==> src/rtl/trng_pkg.sv <==
package trng_pkg;
  localparam int WORD_W = 32;

  typedef enum logic [1:0] {
    SEQ_IDLE = 2'd0,
    SEQ_GEN  = 2'd1,
    SEQ_SEED = 2'd2
  } seq_st_e;

  localparam logic [1:0] CODE_RAND = 2'd1;
  localparam logic [1:0] CODE_SEED = 2'd2;

  localparam logic [7:0] OFS_CMD  = 8'h00;
  localparam logic [7:0] OFS_MODE = 8'h08;
  localparam logic [7:0] OFS_IE   = 8'h10;
  localparam logic [7:0] OFS_STAT = 8'h14;
  localparam logic [7:0] OFS_LIM  = 8'h60;
  localparam logic [7:0] OFS_VER  = 8'hF0;
  localparam logic [31:0] VER_CODE = 32'h0000_46BC;

  function automatic logic [WORD_W-1:0] xs_step(input logic [WORD_W-1:0] s);
    logic [WORD_W-1:0] t;
    t = s ^ (s << 13);
    t = t ^ (t >> 17);
    t = t ^ (t << 5);
    return t;
  endfunction
endpackage

==> src/rtl/trng_prng.sv <==
module trng_prng
  import trng_pkg::*;
#(
  parameter logic [WORD_W-1:0] INIT_STATE = 32'h1234_5678
) (
  input  logic              clk,
  input  logic              rst_n,
  input  logic              step,
  input  logic              load,
  input  logic [WORD_W-1:0] seed,
  output logic [WORD_W-1:0] rnd
);
  logic [WORD_W-1:0] s_q, s_d;

  assign rnd = xs_step(s_q);

  always_comb begin
    s_d = s_q;
    if (load)      s_d = seed | {{(WORD_W-1){1'b0}}, 1'b1};
    else if (step) s_d = rnd;
  end

  always_ff @(posedge clk or negedge rst_n) begin
    if (!rst_n)            s_q <= INIT_STATE;
    else if (load || step) s_q <= s_d;
  end
endmodule

==> src/rtl/trng_seq.sv <==
module trng_seq
  import trng_pkg::*;
#(
  parameter int NWORDS      = 8,
  parameter int SEED_CYCLES = 4,
  parameter int CNT_W       = 16,
  localparam int IDX_W      = $clog2(NWORDS),
  localparam int CYC_W      = $clog2(NWORDS + SEED_CYCLES + 1)
) (
  input  logic             clk,
  input  logic             rst_n,
  input  logic             cmd_wr,
  input  logic [1:0]       cmd_code,
  input  logic             wide,
  input  logic [CNT_W-1:0] lim,
  input  logic             lim_wr,
  output logic             step,
  output logic [IDX_W-1:0] widx,
  output logic             load,
  output logic             rand_done,
  output logic             seed_done,
  output logic             busy,
  output logic [1:0]       op_code,
  output logic [CNT_W:0]   blk_cnt
);
  localparam int BLK_FULL = NWORDS / 4;
  localparam int BLK_HALF = NWORDS / 8;

  seq_st_e          st_q, st_d;
  logic [CYC_W-1:0] cnt_q, cnt_d;
  logic             wide_q, wide_d;
  logic [CNT_W:0]   blk_q, blk_d, blk_sum;
  logic [CYC_W-1:0] last_idx;

  assign last_idx = wide_q ? CYC_W'(NWORDS - 1) : CYC_W'(NWORDS / 2 - 1);
  assign blk_sum  = blk_q + (wide_q ? (CNT_W+1)'(BLK_FULL) : (CNT_W+1)'(BLK_HALF));
  assign widx     = cnt_q[IDX_W-1:0];
  assign busy     = (st_q != SEQ_IDLE);
  assign op_code  = (st_q == SEQ_GEN) ? CODE_RAND : (st_q == SEQ_SEED) ? CODE_SEED : 2'd0;
  assign blk_cnt  = blk_q;

  always_comb begin
    st_d      = st_q;
    cnt_d     = cnt_q;
    wide_d    = wide_q;
    blk_d     = blk_q;
    step      = 1'b0;
    load      = 1'b0;
    rand_done = 1'b0;
    seed_done = 1'b0;
    case (st_q)
      SEQ_IDLE: begin
        if (cmd_wr && cmd_code == CODE_RAND) begin
          st_d   = SEQ_GEN;
          cnt_d  = '0;
          wide_d = wide;
        end else if (cmd_wr && cmd_code == CODE_SEED) begin
          st_d  = SEQ_SEED;
          cnt_d = '0;
        end
      end
      SEQ_GEN: begin
        step = 1'b1;
        if (cnt_q == last_idx) begin
          rand_done = 1'b1;
          st_d      = SEQ_IDLE;
          if (lim != '0) begin
            if (blk_sum >= {1'b0, lim}) begin
              st_d  = SEQ_SEED;
              cnt_d = '0;
              blk_d = '0;
            end else begin
              blk_d = blk_sum;
            end
          end
        end else begin
          cnt_d = cnt_q + 1'b1;
        end
      end
      SEQ_SEED: begin
        if (cnt_q == CYC_W'(SEED_CYCLES - 1)) begin
          load      = 1'b1;
          seed_done = 1'b1;
          st_d      = SEQ_IDLE;
          blk_d     = '0;
        end else begin
          cnt_d = cnt_q + 1'b1;
        end
      end
      default: st_d = SEQ_IDLE;
    endcase
    if (lim_wr) blk_d = '0;
  end

  always_ff @(posedge clk or negedge rst_n) begin
    if (!rst_n) begin
      st_q   <= SEQ_IDLE;
      cnt_q  <= '0;
      wide_q <= 1'b0;
      blk_q  <= '0;
    end else begin
      st_q   <= st_d;
      cnt_q  <= cnt_d;
      wide_q <= wide_d;
      blk_q  <= blk_d;
    end
  end
endmodule

==> src/rtl/trng_regblk.sv <==
module trng_regblk
  import trng_pkg::*;
#(
  parameter int                NWORDS       = 8,
  parameter int                SEED_CYCLES  = 4,
  parameter int                CNT_W        = 16,
  parameter logic [WORD_W-1:0] INIT_STATE   = 32'h1234_5678,
  parameter bit                RDY_AT_RESET = 1'b1,
  localparam int               IDX_W        = $clog2(NWORDS)
) (
  input  logic        clk,
  input  logic        rst_n,
  input  logic        bus_sel,
  input  logic        bus_wr,
  input  logic [7:0]  bus_addr,
  input  logic [31:0] bus_wdata,
  output logic [31:0] bus_rdata,
  input  logic [31:0] seed_in,
  output logic        irq
);
  logic             wr_en, rd_en, cmd_wr, lim_wr;
  logic             mode_wide, ie_glb, ie_seed, ie_rdy, st_rdy, st_seed;
  logic             mode_wide_d, ie_glb_d, ie_seed_d, ie_rdy_d, st_rdy_d, st_seed_d;
  logic [CNT_W-1:0] lim_q, lim_d;
  logic [31:0]      rdata_q, rdata_d;
  logic [WORD_W-1:0] word_q [NWORDS];
  logic [WORD_W-1:0] rnd;
  logic             step, load, rand_done, seed_done, busy;
  logic [IDX_W-1:0] widx;
  logic [1:0]       op_code;
  logic [CNT_W:0]   blk_cnt;

  assign wr_en  = bus_sel && bus_wr;
  assign rd_en  = bus_sel && !bus_wr;
  assign cmd_wr = wr_en && (bus_addr == OFS_CMD);
  assign lim_wr = wr_en && (bus_addr == OFS_LIM);

  trng_prng #(.INIT_STATE(INIT_STATE)) u_prng (
    .clk(clk), .rst_n(rst_n), .step(step), .load(load), .seed(seed_in), .rnd(rnd)
  );

  trng_seq #(.NWORDS(NWORDS), .SEED_CYCLES(SEED_CYCLES), .CNT_W(CNT_W)) u_seq (
    .clk(clk), .rst_n(rst_n), .cmd_wr(cmd_wr), .cmd_code(bus_wdata[1:0]),
    .wide(mode_wide), .lim(lim_q), .lim_wr(lim_wr), .step(step), .widx(widx),
    .load(load), .rand_done(rand_done), .seed_done(seed_done), .busy(busy),
    .op_code(op_code), .blk_cnt(blk_cnt)
  );

  always_comb begin
    mode_wide_d = mode_wide;
    ie_glb_d    = ie_glb;
    ie_seed_d   = ie_seed;
    ie_rdy_d    = ie_rdy;
    lim_d       = lim_q;
    st_rdy_d    = st_rdy;
    st_seed_d   = st_seed;
    if (wr_en && bus_addr == OFS_MODE) mode_wide_d = bus_wdata[3];
    if (wr_en && bus_addr == OFS_IE) begin
      ie_glb_d  = bus_wdata[31];
      ie_seed_d = bus_wdata[1];
      ie_rdy_d  = bus_wdata[0];
    end
    if (lim_wr) lim_d = bus_wdata[CNT_W-1:0];
    if (wr_en && bus_addr == OFS_STAT) begin
      if (bus_wdata[0]) st_rdy_d  = 1'b0;
      if (bus_wdata[1]) st_seed_d = 1'b0;
    end
    if (rand_done) st_rdy_d  = 1'b1;
    if (seed_done) st_seed_d = 1'b1;
  end

  always_ff @(posedge clk or negedge rst_n) begin
    if (!rst_n) begin
      mode_wide <= 1'b0;
      ie_glb    <= 1'b0;
      ie_seed   <= 1'b0;
      ie_rdy    <= 1'b0;
      lim_q     <= '0;
      st_rdy    <= RDY_AT_RESET;
      st_seed   <= 1'b0;
    end else begin
      mode_wide <= mode_wide_d;
      ie_glb    <= ie_glb_d;
      ie_seed   <= ie_seed_d;
      ie_rdy    <= ie_rdy_d;
      lim_q     <= lim_d;
      st_rdy    <= st_rdy_d;
      st_seed   <= st_seed_d;
    end
  end

  for (genvar gi = 0; gi < NWORDS; gi++) begin : g_word
    logic we;
    assign we = step && (widx == IDX_W'(gi));
    always_ff @(posedge clk or negedge rst_n) begin
      if (!rst_n)  word_q[gi] <= '0;
      else if (we) word_q[gi] <= rnd;
    end
  end

  always_comb begin
    rdata_d = '0;
    if (bus_addr[7:5] == 3'b001) begin
      rdata_d = word_q[bus_addr[IDX_W+1:2]];
    end else begin
      case (bus_addr)
        OFS_CMD:  rdata_d = {30'd0, op_code};
        OFS_MODE: rdata_d = {28'd0, mode_wide, 3'd0};
        OFS_IE:   rdata_d = {ie_glb, 29'd0, ie_seed, ie_rdy};
        OFS_STAT: rdata_d = {30'd0, st_seed, st_rdy};
        OFS_LIM:  rdata_d = {{(32-CNT_W){1'b0}}, lim_q};
        OFS_VER:  rdata_d = VER_CODE;
        default:  rdata_d = '0;
      endcase
    end
  end

  always_ff @(posedge clk or negedge rst_n) begin
    if (!rst_n)     rdata_q <= '0;
    else if (rd_en) rdata_q <= rdata_d;
  end

  assign bus_rdata = rdata_q;
  assign irq = ie_glb && ((ie_rdy && st_rdy) || (ie_seed && st_seed));
endmodule

==> config.mk <==
export PLATFORM = sky130hd
export DESIGN_NAME = trng_regblk
export DESIGN_NICKNAME = d
export VERILOG_FILES = /design/src/rtl/trng_pkg.sv /design/src/rtl/trng_prng.sv /design/src/rtl/trng_seq.sv /design/src/rtl/trng_regblk.sv
export SDC_FILE = /design/constraint.sdc
export NUM_CORES = 1
export LEC_CHECK = 0
export ABC_AREA = 1
export BUFFER_PORTS_ARGS = -buffer_cell sky130_fd_sc_hd__buf_2
export CORE_MARGIN = 1.5
export CORE_UTILIZATION = 55
export DETAILED_ROUTE_END_ITERATION = 6
export PLACE_DENSITY = 0.8
export SLEW_MARGIN = 30
export SYNTH_ARGS = -nofsm -noshare
export SYNTH_HDL_FRONTEND = slang
export SYNTH_HIERARCHICAL = 1
export SYNTH_SLANG_ARGS = --single-unit
==> constraint.sdc <==
create_clock -name clk -period 3 [get_ports clk]
set_clock_uncertainty 0.1 [all_clocks]
set_input_delay 0.3 -clock clk [delete_from_list [all_inputs] [get_ports clk]]
set_output_delay 0.3 -clock clk [all_outputs]
set_load 0.1 [all_outputs]
# Yosys cells after proc, flatten, opt, wreduce, memory -nomap -nowiden
# Index checks and enable logic that the tools add are counted.
# classes
n_addsub,2
multipliers,0
div,0
magnitude_cmp,2
eq_ne,28
shift,0
mux,42
n_bitwise,4
n_reduce_logical,41
# op_table
op,count
$pmux 32 s6,1
$mux 32,5
$bmux 32 s3,1
$mux 17,5
$xor 32x32->32,2
$pmux 17 s2,1
$xor 32x15->32,1
$mux 4,6
$logic_and 1x1->1,20
$mux 2,9
$add 17x17->17,1
$ge 17x16->1,1
$eq 8x5->1 const B,2
$reduce_bool 16->1,1
$ne 3x3->1 const B,5
$eq 3x3->1 const B,4
$pmux 4 s3,1
$mux 1,11
$reduce_bool 2->1,5
$eq 8x4->1 const B,1
$eq 8x7->1 const B,1
$eq 8x8->1 const B,1
$logic_not 8->1,1
$reduce_and 2->1,4
other kinds (21),29
# word_totals
register_bits,366
latchBits,0
ram_bits,0
mem_bits_ro,0
inputBits,76
out_inout_bits,33
wordCells,140
n_memories,0

# Longest topological paths before layout
# Gate-level depths: netlist (run 1).
# logic_depth
ltp_word,8
ltp_mapped,24
depth_no_buf,24

# Cells and area by module
# The synthesis (run 1) kept the hierarchy.
# by_module_without_submodules
mod,n_inst,cells_each,area_per_inst_um2,seq_area_each_um2
trng_regblk,1,1664,13704.4,7758.7
trng_prng,1,390,2453.6,817.0
trng_seq,1,311,2212.1,600.6

# Least setup slack after synthesis (run 1)
# Ideal clock, no wire load.
# synth_path
kind,reg-to-reg
start,reg u_seq.wide_q
end,"reg u_seq.blk_q[5], in the netlist u_seq/blk_cnt[5]"
setup_time_ns,0.074
arrival_ns,3.063
t_required_ns,2.826
path_slack_ns,-0.237
stages_incl_launch_ff,23
n_path_buf,1
period_less_slack_ns,3.237
path_cell_list,dfrtp_1 > inv_1 > ha_1 > fa_1 > and3_2 > nand2_1 > nor3_1 > or2_2 > nand2_1 > inv_1 > ha_1 > nand2_1 > inv_1 > nand2_1 > nor2_1 > a21oi_1 > nand2_1 > nand2_1 > nand2_1 > nand2_1 > nand4_4 > buf_6 > o21ai_2
# synth_via
elab_chain_len,8
word_cells_on_any_way,12
classes_between,add/sub (1); order compare (1); eq/ne (2); mux (7); reduce/logical (1)
# synth_lines
item,line_no,source
from (decl),trng_seq.sv:31,"logic wide_q, wide_d;"
from (signal assigned),trng_seq.sv:104,wide_q <= wide_d;
$mux 2,trng_seq.sv:36,assign blk_sum = blk_q + (wide_q ? (CNT_W+1)'(BLK_FULL) : (CNT_W+1)'(BLK_HALF));
$add 17x17->17,trng_seq.sv:36,
$ge 17x16->1,trng_seq.sv:68,"if (blk_sum >= {1'b0, lim}) begin"
$mux 17,trng_seq.sv:68,
$mux 17,trng_seq.sv:67,if (lim != '0) begin
$mux 17,trng_seq.sv:64,if (cnt_q == last_idx) begin
$pmux 17 s2,trng_seq.sv:51,case (st_q)
$mux 17,trng_seq.sv:92,if (lim_wr) blk_d = '0;
to (signal assigned),trng_seq.sv:105,blk_q <= blk_d;
to (decl),trng_seq.sv:32,"logic [CNT_W:0] blk_q, blk_d, blk_sum;"
# Parallel ways exist; a longest one is shown, timed or not. The select of a mux whose other input is x is not followed.
# A chain may end at the register's enable or synchronous reset.

# Final worst setup path (run 1)
# layout_path
start,reg u_seq.wide_q
end,reg u_seq.cnt_q[2]
# layout_via
elab_chain_len,5
word_cells_on_any_way,10
classes_between,add/sub (1); order compare (1); eq/ne (3); mux (4); reduce/logical (1)
# layout_lines
item,line_no,source
$mux 2,trng_seq.sv:36,
$add 17x17->17,trng_seq.sv:36,
$ge 17x16->1,trng_seq.sv:68,
$ne 3x3->1 (no source line),n/a,
$reduce_and 5->1 (no source line),n/a,
to (signal assigned),trng_seq.sv:103,cnt_q <= cnt_d;
to (decl),trng_seq.sv:30,"logic [CYC_W-1:0] cnt_q, cnt_d;"
# Parallel ways exist; a longest one is shown, timed or not.

==> metrics.md, run 1 <==
| Metric | Value |
|---|---|
| Crit-path cells | `inv_2 -> ha_4 -> fa_2 -> and3_4 -> nand2_4 -> xor2_2 -> inv_1 -> ha_1 -> nand2_1 -> inv_1 -> nand2_2 -> nor2_4 -> a31oi_1 -> nand2_1 -> nor2_4 -> buf_6 -> nand3_4 -> nand3_4 -> nand2_2 -> nand2_2` |
| Routability congestion estimate | `0.912` |
| CTS clock-pin slew for the worst setup and hold paths | `60 ps` |
| Overall power | `16.0 mW` |
| Crit share post-route | `105%` |
| Vias | `16,700` |
| Final min period | `3150 ps` |
| Yosys cell types | `45` |
| Crit end category | `flop` |
| DIE AREA | `34,500 µm²` |
| Effective utilization at floorplan | `56.2%` |
| Worst path bufs/invs | `4` |
| Violated checks | `setup timing` |
| # DRC | `0` |
| CTS HTree Levels | `2` |
| Cells after Synth | `2,365` |
| Worst-case vdd ir drop | `898 µV` |
| Slew HR | `42.8%` |
| Gr usage total | `30.8%` |
| Comb pwr share | `34.0%` |
| First-pass GRT wire length | `83,200 µm` |
| YS warnings | `6` |
| Longest Clk Path Bufs | `3` |
| DP Worst Slack | `-212 ps` |
| Final ANT Viol Nets | `0` |
| Pint | `9.69 mW` |
| WS Path Type | `reg2reg` |
| Hold Crit Start | `bus_wdata[1]` |
| Synth Register Bits | `366` |
| R2r endpoint | `u_seq/cnt_q[2]` |
| CTS root buf | `clkbuf_16` |
| Critical-path top delay cell | `dfrtp_1` |
| Slew Viols, Final | `0` |
| Crit-path leading delay family | `simple AND/OR/NAND/NOR gates` |
| IO Count | `109` |
| Final #Nets | `2,593` |
| Port bufs | `92` |
| First DRT Iteration DRCs | `1,438` |
| Initial antenna violation count | `0` |
| Final hold violation count | `0` |
| WL/cell | `17.4 µm` |
| Sequential power share | `35.1%` |
| Reg2Reg Depth | `20` |
| Lkg Pwr | `10.6 nW` |
| Critical Path AT | `3510 ps` |
| Cells on Worst Hold Path | `3` |
| Setup slack, reg-to-reg | `-150 ps` |
| Clock Latency Late Sink | `550 ps` |
| Fmax | `318 MHz` |
| Hold Crit Class | `in2reg` |
| Commonest non-fill, non-tap cell in the layout | `nand2_1` |
| CP max stage delay | `370 ps` |
| Worst-Margin Slew | `851 ps` |
| DIE WIDTH | `186 µm` |
| DP Area | `19,400 µm²` |
| Final setup violating endpoints | `20` |
| Critical Path Start Type | `flop` |
| Clock sink total | `366` |
| Vias per inst | `5.63` |
| Clock share of power | `30.9%` |
| CP Max Fanout | `5` |
| Post-Route WL | `51,600 µm` |
| Largest net degree at the start of global routing | `86` |
| Total grt overflow | `0` |
| Net Switching | `6.36 mW` |
| First-pass detailed-route iteration total | `6` |
| Post-synthesis average cell area | `7.77 µm²` |
| Post-route setup slack | `-145 ps` |
| Switching share of power | `39.6%` |
| Die height | `186 µm` |
| CTS tree | `built` |
| Area grow syn2layout | `17.4%` |
| Setup TNS | `-1870 ps` |
| Final HPWL DP | `31,900 µm` |
| MaxCap Viol Count | `0` |
| Most Frequent Cell on Critical Path | `nand2_2` |
| Status | `complete, but fails checks` |
| WP data required | `3370 ps` |
| Seq/Total Area, Yosys | `50.0%` |
| Most frequent cells in the layout | `nand2_1 (833), dfrtp_1 (352), o21ai_0 (311), inv_1 (179), nand3_1 (108)` |
| Hold EP | `lim_q[1]` |
| Final instance area | `21,600 µm²` |
| RSZ-0062 raised after global routing | `true` |
| Layout cell share with drive strength beyond 1 | `14.3%` |
| Reg-to-Reg Start | `u_seq/wide_q` |
| Number of global-route vias before repair | `16,300` |
| Post-Syn Area | `18,400 µm²` |
| Post-synth net total | `2,465` |
| Rows | `66` |
| Num CTS Buffers | `39` |
| Core Area | `32,700 µm²` |
| PwrDens | `744 nW/µm²` |
-- repair_timing --
item                                    CTS  global route
gates resized for setup                  28            27
hold buffers                             47             0
endpoints found under the hold margin   123             0
buffers inserted                          4             5
endpoints found under the setup margin   21            21
cloned                                    0             1
pin swaps                                 8            15
-- cells in the mapped netlist, drive strengths merged --
cell type    n  share of area (%)
o21ai      337                9.4
a22oi       24               0.98
fa           1               0.11
inv        207                4.2
nor2       119                2.7
buf         59                2.0
o211ai      27                1.1
nand2      876                 18
dfstp       14                2.0
o21bai       1              0.041
nand4       32                1.2
xnor2       12               0.57
xor2        12               0.57
and2         9               0.31
nor4         3               0.10
a31oi        2              0.068
and3         1              0.041
nor3        12               0.51
clkbuf      59                1.2
dfrtp      352                 48
or2          2              0.068
nand3b       1              0.041
nor3b        1               0.10
nand3      113                3.1
o21a         1              0.041
clkinv       2              0.048
a21oi       62                1.7
a21boi       1              0.041
ha          23                1.6
-- layout make-up --
| type | count | area, µm² |
|---|---|---|
| inverter | 209 | 786 |
| fill | 2740 | 11100 |
| clock buffer | 60 | 1140 |
| sequential | 366 | 9180 |
| antenna | 1 | 2.50 |
| timing repair buffer | 205 | 1610 |
| multi-input combinational | 1672 | 8130 |
| clock inverter | 9 | 168 |
| tap | 442 | 553 |
-- through the flow --
| step | cells | util, % | hold slack (ps) |
|---|---|---|---|
| 5_1_grt | 2963 | 65.9 | 66.2 |
| 3_3_place_gp | 2837 | 59.5 | 279 |
| 4_1_cts | 2957 | 65.4 | 32.4 |
| 6_report | 2964 | 66.0 | 62.2 |
| 2_1_floorplan | 2365 | - | -95.6 |
| 3_5_place_dp | 2837 | 59.5 | 283 |
-- worst max path at each step --
stage               slack, ps  cells past startpoint        startpoint                to
CTS                       -60                     20  u_seq/blk_cnt[0]    u_seq/cnt_q[1]
detailed placement       -210                     23      u_seq/wide_q    u_seq/cnt_q[3]
floorplan                 -20                     20      u_seq/wide_q  u_seq/blk_cnt[8]
finish                   -150                     20      u_seq/wide_q    u_seq/cnt_q[2]
global route             -310                     20      u_seq/wide_q    u_seq/cnt_q[1]
global placement         -130                     21  u_seq/blk_cnt[0]    u_seq/cnt_q[2]
-- power groups by stage --
stage          sequential [mW]  clock, mW  combinational, mW
2_1_floorplan             5.81          0               3.22
3_3_place_gp              5.69          0               5.06
3_5_place_dp              5.70          0               5.19
4_1_cts                   5.62       5.01               5.31
5_1_grt                   5.67       5.21               5.98
6_report                  5.63       4.95               5.46
-- layer usage --
layer | part of all wire (%) | wire length (µm) | vias to the layer above | global-route usage [%]
li1 | - | - | 7845 | -
met3 | 8.2 | 4240 | 134 | 4.91
met4 | 3.5 | 1800 | 0 | 12.2
met1 | 41 | 21000 | 7983 | 39.7
met2 | 48 | 24600 | 718 | 51.9
met5 | 0 | 0 | - | 0
-- state kept, by name, indices dropped and copies added (netlist names) --
register,count
word_q,256
bus_rdata,32
u_prng/s_q,32
u_seq/blk_cnt,17
lim_q,16
u_seq/cnt_q,4
u_seq/st_q,2
ie_glb,1
ie_rdy,1
ie_seed,1
mode_wide,1
st_rdy,1
st_seed,1
u_seq/wide_q,1
-- worst register-to-register path, delay by kind of cell, from the launching register on --
kind            cells  cell delay (ps)
compound gates      1              170
fa+ha+maj           3              810
flops               1              370
simple gates       11             1140
buf+inv             4              320
xor+xnor            1              180
-- kinds of logic (layout without fill, tap and decap cells) --
| group | after synthesis | count (layout) | synth area share (%) |
|---|---|---|---|
| DFF | 366 | 366 | 50.0 |
| buffers and inverters | 327 | 483 | 7.49 |
| and+or+nand+nor | 1169 | 1169 | 26.3 |
| adders and majority gates | 24 | 24 | 1.68 |
| xor gates and xnor gates | 24 | 24 | 1.14 |
| other | 0 | 1 | 0 |
| AOI/OAI and AO/OA | 455 | 455 | 13.4 |
(Power assumes the default switching activity.)
==> run 2, diff against run 1 <==
==> constraint.sdc (replaced) <==
create_clock -name clk -period 2.6 [get_ports clk]
set_clock_uncertainty 0.1 [all_clocks]
set_input_delay 0.26 -clock clk [delete_from_list [all_inputs] [get_ports clk]]
set_output_delay 0.26 -clock clk [all_outputs]
set_load 0.1 [all_outputs]
==> metrics.md, run 2 (synthesis gave the netlist of run 1 again) <==
| Metric | Value |
|---|---|
| Clock Latency Late Sink | `550 ps (about the same)` |
| # DRC | `0 (unchanged)` |
| Final hold violation count | `0 (unchanged)` |
| Hold Crit Start | `bus_addr[5]` |
| PwrDens | `848 nW/µm² (+14%)` |
| Worst-case vdd ir drop | `828 µV (-7.8%)` |
| Violated checks | `setup timing` |
| Total grt overflow | `0 (unchanged)` |
| Final min period | `3180 ps (+38.0 ps)` |
| Port bufs | `92 (unchanged)` |
| Hold Crit Class | `in2reg` |
| Comb pwr share | `34.9% (+0.9 points)` |
| DIE WIDTH | `186 µm (unchanged)` |
| Slew HR | `46.7% (+3.9 points)` |
| FILL cells | `2,607 (-4.9%)` |
| First-pass GRT wire length | `86,700 µm (+4.2%)` |
| MaxCap Viol Count | `0 (unchanged)` |
| Gr usage total | `32.0% (+1.2 points)` |
| Longest Clk Path Bufs | `3 (unchanged)` |
| Final #Nets | `2,635 (+1.6%)` |
| Pint | `11.1 mW (+15%)` |
| WP data required | `2910 ps (-460 ps)` |
| Final setup violating endpoints | `21 (+5.0%)` |
| Core Area | `32,700 µm² (unchanged)` |
| Reg-to-Reg Start | `u_seq/wide_q` |
| Largest net degree at the start of global routing | `76 (-12%)` |
| Post-Layout Cell Count | `3,006 (+1.4%)` |
| Vias | `17,100 (+2.3%)` |
| DP Area | `19,700 µm² (+1.4%)` |
| DP Cell Count | `2,872 (+1.2%)` |
| Area grow syn2layout | `19.5%` |
| R2r endpoint | `u_seq/cnt_q[1]` |
| Sequential power share | `35.0% (about the same)` |
| Post-Route WL | `53,700 µm (+4.1%)` |
| RSZ-0062 raised after global routing | `true` |
| First DRT Iteration DRCs | `1,654 (+15%)` |
| Hold EP | `ie_rdy` |
| Switching share of power | `40.3% (+0.70 points)` |
| Most flops, register | `word_q` |
| Overall power | `18.6 mW (+16%)` |
| Crit share post-route | `122% (+18 points)` |
| Clock sink total | `366 (unchanged)` |
| Lkg Pwr | `10.8 nW (+2.0%)` |
| CTS root buf | `clkbuf_16` |
| Final instance area | `22,000 µm² (+1.8%)` |
| WS Path Type | `reg2reg` |
| Final ANT Viol Nets | `0 (unchanged)` |
| WL/cell | `17.9 µm (+2.6%)` |
| Worst-Margin Slew | `799 ps (-51.9 ps)` |
| First-pass detailed-route iteration total | `6 (unchanged)` |
| CTS clock-pin slew for the worst setup and hold paths | `60 ps (about the same)` |
| Max reg flops | `256 (unchanged)` |
| Slew Viols, Final | `0 (unchanged)` |
| Number of global-route vias before repair | `16,800 (+3.1%)` |
| Die height | `186 µm (unchanged)` |
| DIE AREA | `34,500 µm² (unchanged)` |
| Final HPWL DP | `33,100 µm (+4.0%)` |
| CTS tree | `built` |
| Fmax | `314 MHz (-1.2%)` |
| Status | `complete, but fails checks` |
| Initial antenna violation count | `0 (unchanged)` |
| Rows | `66 (unchanged)` |
| Effective utilization at floorplan | `56.2% (unchanged)` |
| Most frequent cells in the layout | `nand2_1 (827), dfrtp_1 (352), o21ai_0 (311), inv_1 (181), nand3_1 (107)` |
| Cells on Worst Hold Path | `4 (+1)` |
| Setup slack, reg-to-reg | `-580 ps (-440 ps)` |
| Commonest non-fill, non-tap cell in the layout | `nand2_1` |
| Final core utilization | `67.1% (+1.2 points)` |
| Layout cell share with drive strength beyond 1 | `16.1% (+1.8 points)` |
| Num CTS Buffers | `40 (+2.6%)` |
| Vias per inst | `5.67 (+0.84%)` |
| Clock share of power | `30.1% (-0.8 points)` |
| CTS HTree Levels | `2 (unchanged)` |
| Critical Path Start Type | `flop` |
| Routability congestion estimate | `0.933 (+2.3%)` |
| Antenna diodes | `0 (-1)` |
| CP Max Fanout | `5 (unchanged)` |
| Net Switching | `7.51 mW (+18%)` |
| Crit end category | `flop` |
| Critical Path AT | `3490 ps (-20 ps)` |
| Post-route setup slack | `-583 ps (-438 ps)` |
| IO Count | `109 (unchanged)` |
| Reg2Reg Depth | `22 (+10%)` |
[run 2: how the worst max path moves through the flow]
stage                                 from               end  slack [ps]  cells past startpoint
after detailed placement      u_seq/wide_q    u_seq/cnt_q[1]        -680                     23
after global placement    u_seq/blk_cnt[0]    u_seq/cnt_q[2]        -560                     21
final                         u_seq/wide_q    u_seq/cnt_q[1]        -580                     22
after CTS                     u_seq/wide_q    u_seq/cnt_q[2]        -540                     22
after floorplan               u_seq/wide_q  u_seq/blk_cnt[8]        -420                     20
after global routing          u_seq/wide_q    u_seq/cnt_q[2]        -740                     24
[run 2: metrics by stage]
step | hold WS [ps] | TNS [ps] | worst slack (ps)
after floorplan | -136 | -7280 | -420
after detailed placement | 186 | -11880 | -678
after CTS | 14.2 | -10850 | -545
final | 33.9 | -11250 | -583
after global placement | 186 | -9990 | -564
after global routing | 63.9 | -14680 | -739
[run 2: per-layer routing]
layer / track usage [%] / share of wire (%)
met5: 0 / 0
met3: 4.89 / 8.9
met4: 12.5 / 2.9
met2: 53.5 / 48
met1: 41.9 / 40
[run 2: power groups by stage]
| stage | sequential (mW) | combinational (mW) | clock, mW |
|---|---|---|---|
| floorplan | 6.70 | 3.72 | 0 |
| global placement | 6.56 | 5.95 | 0 |
| detailed placement | 6.58 | 6.08 | 0 |
| CTS | 6.49 | 6.24 | 5.67 |
| global route | 6.56 | 7.15 | 5.88 |
| finish | 6.52 | 6.50 | 5.61 |
[run 2: critical path: stages (launching register included)]
cell and delay, ps:
dfrtp_1 380, inv_2 70, ha_4 170, fa_2 340, and3_4 190, nand2_4 120
nor3_4 40, or2_4 240, nand2_4 70, inv_4 30, ha_4 260, nand2_2 40
inv_2 70, nand2_4 60, nor2_4 150, a31oi_4 120, nand2_2 90, nor2_4 40
buf_6 130, nand3_4 90, nand3_4 110, nand2_2 110, nand2_2 50
[run 2: layout make-up]
type | count | area, µm² | area share [%]
inverters | 209 | 788 | 3.59
clock inverters | 13 | 125 | 0.570
multi-input cells | 1672 | 8190 | 37.3
flip-flops and latches | 366 | 9180 | 41.8
repair buffers | 246 | 1940 | 8.85
clock buffers | 58 | 1180 | 5.37
well taps | 442 | 553 | 2.52
[run 2: repair_timing]
item                       in CTS  in global routing
gates cloned                    0                  1
gates resized for setup        38                 30
setup endpoints to repair      21                 21
hold endpoints to repair      119                  0
setup buffers                   9                  4
hold buffers                   49                  0
pin swaps                      22                 21
